--- config.mk ---
export PLATFORM = sky130hd
export DESIGN_NAME = irq_prio_resolver
export DESIGN_NICKNAME = d
export VERILOG_FILES = /design/src/rtl/irq_prio_resolver.sv
export SDC_FILE = /design/constraint.sdc
export NUM_CORES = 1
export LEC_CHECK = 0
export ABC_AREA = 1
export ABC_CLOCK_PERIOD_IN_PS = 36300
export BUFFER_PORTS_ARGS = -buffer_cell sky130_fd_sc_hd__buf_2
export CAP_MARGIN = 20
export CORE_MARGIN = 2
export CORE_UTILIZATION = 30
export DETAILED_ROUTE_END_ITERATION = 8
export GPL_ROUTABILITY_DRIVEN = 1
export SYNTH_ARGS = -nofsm -noshare
export SYNTH_HDL_FRONTEND = slang
export SYNTH_SLANG_ARGS = --single-unit
--- constraint.sdc ---
create_clock -name clk -period 36.3 [get_ports clk]
set_clock_uncertainty 0.2 [all_clocks]
set_input_delay 1.815 -clock clk [delete_from_list [all_inputs] [get_ports clk]]
set_output_delay 1.815 -clock clk [all_outputs]
set_load 0.02 [all_outputs]
--- src/rtl/irq_prio_resolver.sv ---
module irq_prio_resolver #(
  parameter int N_SRC       = 16,
  parameter int PW          = 5,
  parameter int CW          = 12,
  parameter int ONCHIP_BASE = 'h400,
  parameter int CODE_STEP   = 'h20,
  parameter int EXT_CODE    = 'h200,
  parameter int NMI_CODE    = 'h1C0
) (
  input  logic                      clk,
  input  logic                      rst_n,
  input  logic                      cfg_we,
  input  logic [$clog2(N_SRC)-1:0]  cfg_addr,
  input  logic [PW-1:0]             cfg_wdata,
  input  logic [N_SRC-1:0]          src_req,
  input  logic                      nmi_req,
  input  logic                      ext_req,
  input  logic [PW-2:0]             ext_level,
  input  logic [PW-2:0]             cpu_mask,
  input  logic                      irq_block,
  input  logic                      ack,
  output logic                      irq_req,
  output logic [PW-2:0]             win_level,
  output logic [CW-1:0]             evt_code,
  output logic [PW-2:0]             evt_level
);
  localparam int LW = PW - 1;
  localparam int IW = $clog2(N_SRC);
  localparam logic [LW-1:0] TOP_LVL = '1;

  logic [PW-1:0] pri_q [N_SRC];
  logic [PW-1:0] on_lvl5;
  logic [IW-1:0] on_idx;
  logic          on_valid, ext_valid, ext_wins;
  logic [LW-1:0] on_lvl4;
  logic [CW-1:0] win_code;

  always_ff @(posedge clk or negedge rst_n) begin
    if (!rst_n) begin
      for (int i = 0; i < N_SRC; i++) pri_q[i] <= '0;
    end else if (cfg_we) begin
      pri_q[cfg_addr] <= cfg_wdata;
    end
  end

  always_comb begin
    on_lvl5 = '0;
    on_idx  = '0;
    for (int i = N_SRC - 1; i >= 0; i--) begin
      if (src_req[i] && pri_q[i] >= PW'(2) && pri_q[i] >= on_lvl5) begin
        on_lvl5 = pri_q[i];
        on_idx  = IW'(i);
      end
    end
  end

  assign on_valid  = on_lvl5 != '0;
  assign on_lvl4   = on_lvl5[PW-1:1];
  assign ext_valid = ext_req && ext_level != '0;
  assign ext_wins  = ext_valid && (!on_valid || ext_level >= on_lvl4);

  assign win_level = nmi_req  ? TOP_LVL :
                     ext_wins ? ext_level :
                     on_valid ? on_lvl4 : '0;

  assign win_code  = nmi_req  ? CW'(NMI_CODE) :
                     ext_wins ? CW'(EXT_CODE) :
                     on_valid ? CW'(ONCHIP_BASE) + CW'(CODE_STEP) * CW'(on_idx) : '0;

  assign irq_req = nmi_req || (!irq_block && win_level > cpu_mask);

  always_ff @(posedge clk or negedge rst_n) begin
    if (!rst_n) begin
      evt_code  <= '0;
      evt_level <= '0;
    end else if (ack) begin
      evt_code  <= win_code;
      evt_level <= win_level;
    end
  end

  AST_MASKED_NEVER_WINS: assert property (@(posedge clk) disable iff (!rst_n)
    on_valid |-> on_lvl5 >= PW'(2));
  AST_NMI_WINS: assert property (@(posedge clk) disable iff (!rst_n)
    nmi_req |-> irq_req && win_level == TOP_LVL && win_code == CW'(NMI_CODE));
  AST_EXT_OVERRIDE: assert property (@(posedge clk) disable iff (!rst_n)
    (!nmi_req && ext_req && ext_level != '0 && ext_level >= on_lvl4) |-> win_code == CW'(EXT_CODE));
  AST_NO_IRQ_BELOW_MASK: assert property (@(posedge clk) disable iff (!rst_n)
    (!nmi_req && (irq_block || win_level <= cpu_mask)) |-> !irq_req);
  AST_EVT_CAPTURE: assert property (@(posedge clk) disable iff (!rst_n)
    ack |=> evt_code == $past(win_code) && evt_level == $past(win_level));
  AST_EVT_HOLD: assert property (@(posedge clk) disable iff (!rst_n)
    !ack |=> $stable(evt_code) && $stable(evt_level));
endmodule

==> results.toml <==
[clock_network]
hold_buffers = 0
cts-resized-gates = 0
numClockSinks = 90
cts_buffers = 9
htreeDepth = 3
clk_latency_ns = 0.35
path_clk_slew_ns = 0.08
cts.path.max_buffers = 2
cts_setup_buffers = 0
cts_tree = "yes"
cts_root_buf = "clkbuf_16"

[min_path]
worstHoldStart = "evt_level[3]$_DFFE_PN0P_"
min_to = "evt_level[3]$_DFFE_PN0P_"
holdPathStages = 2
min_path_type = "register to register"

[detailed_routing]
vias = 6509
drc = 0
drt-initial-drc-count = 364
wire_per_inst_um = 12.5
drt_wl_total_um = 17900
postRouteAntennaNets = 0
first_pass_iters = 5
vias_per_cell = 4.57

[sta]
tns_ns = 0
setup_violations = 0
min_period_ns = 24.18
slew_viol_final = 0
slew_headroom = 0.355
hold_violations = 0
max_freq_mhz = 41.4
fin_crit_sh = 0.666
tightest_slew_ns = 0.960
rsz0062_at_grt = "false"

[finish]
fin_util = 0.335
fillers = 2577
layout-drive-gt1-share = 0.134
fin_nets = 1192
antenna_cells_inserted = 0
syn_to_final_growth_pct = 10.6

[critical_path]
r2r_slack_ns = 16.02
worst-setup-path-type = "input port to output pin"
r2r-start = "pri_q[1]$_DFFE_PN0P_"
worst_r2r_path_depth = 180
crit_top_cell = "nand2_1"
cp_max_fo = 12
end_kind = "output pin"
crit_slowest_cell = "ha_1"
crit_required_ns = 34.28
r2r-end = "evt_level[2]$_DFFE_PN0P_"
crit_arrival_ns = 22.17
crit_path_start_kind = "input port"
slowest_delay_ns = 0.33

[global_route]
grtUsageTotal = 0.143
grt_max_degree = 56
grt_pass1_wl_um = 30100
first_global_vias = 6082
grt-ovfl-total = 0
antenna_found_initial = 0

[placement]
gp_congestion = 0.842
hpwl_um = 13800
port_buffers = 54

[synth]
synthTopCellsByCount = "nand2_1 (306), inv_1 (151), o21ai_0 (134)"
syn-cell-area_mm2 = 0.00733
synth-seq-cells = 90
synth_most_common_cell = "nand2_1"
ys.flop_type = "dfrtp_1"
synth_top_area_cell = "dfrtp_1"
yosysTopAreaCellShare = 0.307
ys_warn_count = 0
ys_seq_area_frac = 0.307
syn_avg_cell_area_um2 = 6.97
synth_edf_count = 0
ys_types = 37
async_flop_share = 1.00
synth_area_leaders = "dfrtp_1 (31%), nand2_1 (16%), ha_1 (9.6%)"
postSynthCellCount = 1052

[floorplan]
die_w_um = 160
rows = 57
die-height_um = 160
start_util = 0.303
coreArea_mm2 = 0.0242
io_pins = 61
die-area_mm2 = 0.0257

[outcome]
status = "complete, no violations"

[flow_run]
cap_violations = 0
-- area by class of cell --
class | count | area (µm²) | share of cell area
multi-input cells | 781 | 4280 | 0.528
well taps | 324 | 405 | 0.0500
flip-flops and latches | 90 | 2250 | 0.278
repair buffers | 55 | 280 | 0.0346
inverters | 159 | 597 | 0.0736
clock buffers | 9 | 225 | 0.0278
clock inverters | 7 | 68.8 | 0.00849
-- flip-flops by register name, indices dropped and copies added, names as in the netlist --
register   count
evt_code       6
evt_level      4
pri_q         80
-- critical path, delay by kind of cell --
family	cells	cell delay [ns]
adder cells (fa/ha/maj)	17	4.92
AO/OA/AOI/OAI	35	5.01
AND/OR/NAND/NOR	104	8.65
buffers and inverters	28	1.75
-- logic make-up after synthesis --
| logic type | Yosys count | share of synthesized area |
|---|---|---|
| AND/OR/NAND/NOR | 528 | 0.333 |
| AO/OA/AOI/OAI | 191 | 0.152 |
| buffers and inverters | 186 | 0.112 |
| flip-flops | 90 | 0.307 |
| adder cells (fa/ha/maj) | 56 | 0.0956 |
| other | 1 | 0.000512 |
-- per-stage QoR --
stage / hold slack (ns) / cells / instance area, µm² / worst slack, ns
2_1_floorplan: 0.253 / 1057 / 7350 / 14.01
3_3_place_gp: 0.262 / 1409 / 7810 / 12.26
3_5_place_dp: 0.273 / 1409 / 7810 / 12.07
4_1_cts: 0.290 / 1425 / 8100 / 12.02
5_1_grt: 0.315 / 1425 / 8100 / 8.96
6_report: 0.281 / 1425 / 8100 / 12.12
-- routing by layer --
layer / vias up / track usage / part of all wire
li1: 3488 / - / -
met2: 69 / 0.243 / 0.47
met3: 14 / 0.0181 / 0.020
met1: 2938 / 0.192 / 0.49
met5: - / 0 / 0
met4: 0 / 0.0369 / 0.017
-- cell usage in the layout, fill, tap and decap left out, types with 10 or more instances in the layout --
cell type,count
o41a_1,10
buf_2,53
nand3_1,70
nand2_2,39
a21oi_1,16
dfrtp_1,90
nand3b_1,15
ha_1,56
nand2_1,306
nor2_1,55
o21bai_1,11
nand2_4,10
inv_1,151
o21ai_0,134
nand3_2,19
-- how the worst max path moves through the flow --
stage,endpoint,startpoint
2_1_floorplan,irq_req,src_req[15]
3_3_place_gp,irq_req,src_req[15]
3_5_place_dp,irq_req,src_req[15]
4_1_cts,irq_req,src_req[15]
5_1_grt,irq_req,src_req[15]
6_report,irq_req,src_req[15]
Power is left out: the tool's default activity adds up to more than one toggle a clock period on the data nets, which glitch-free logic cannot reach.
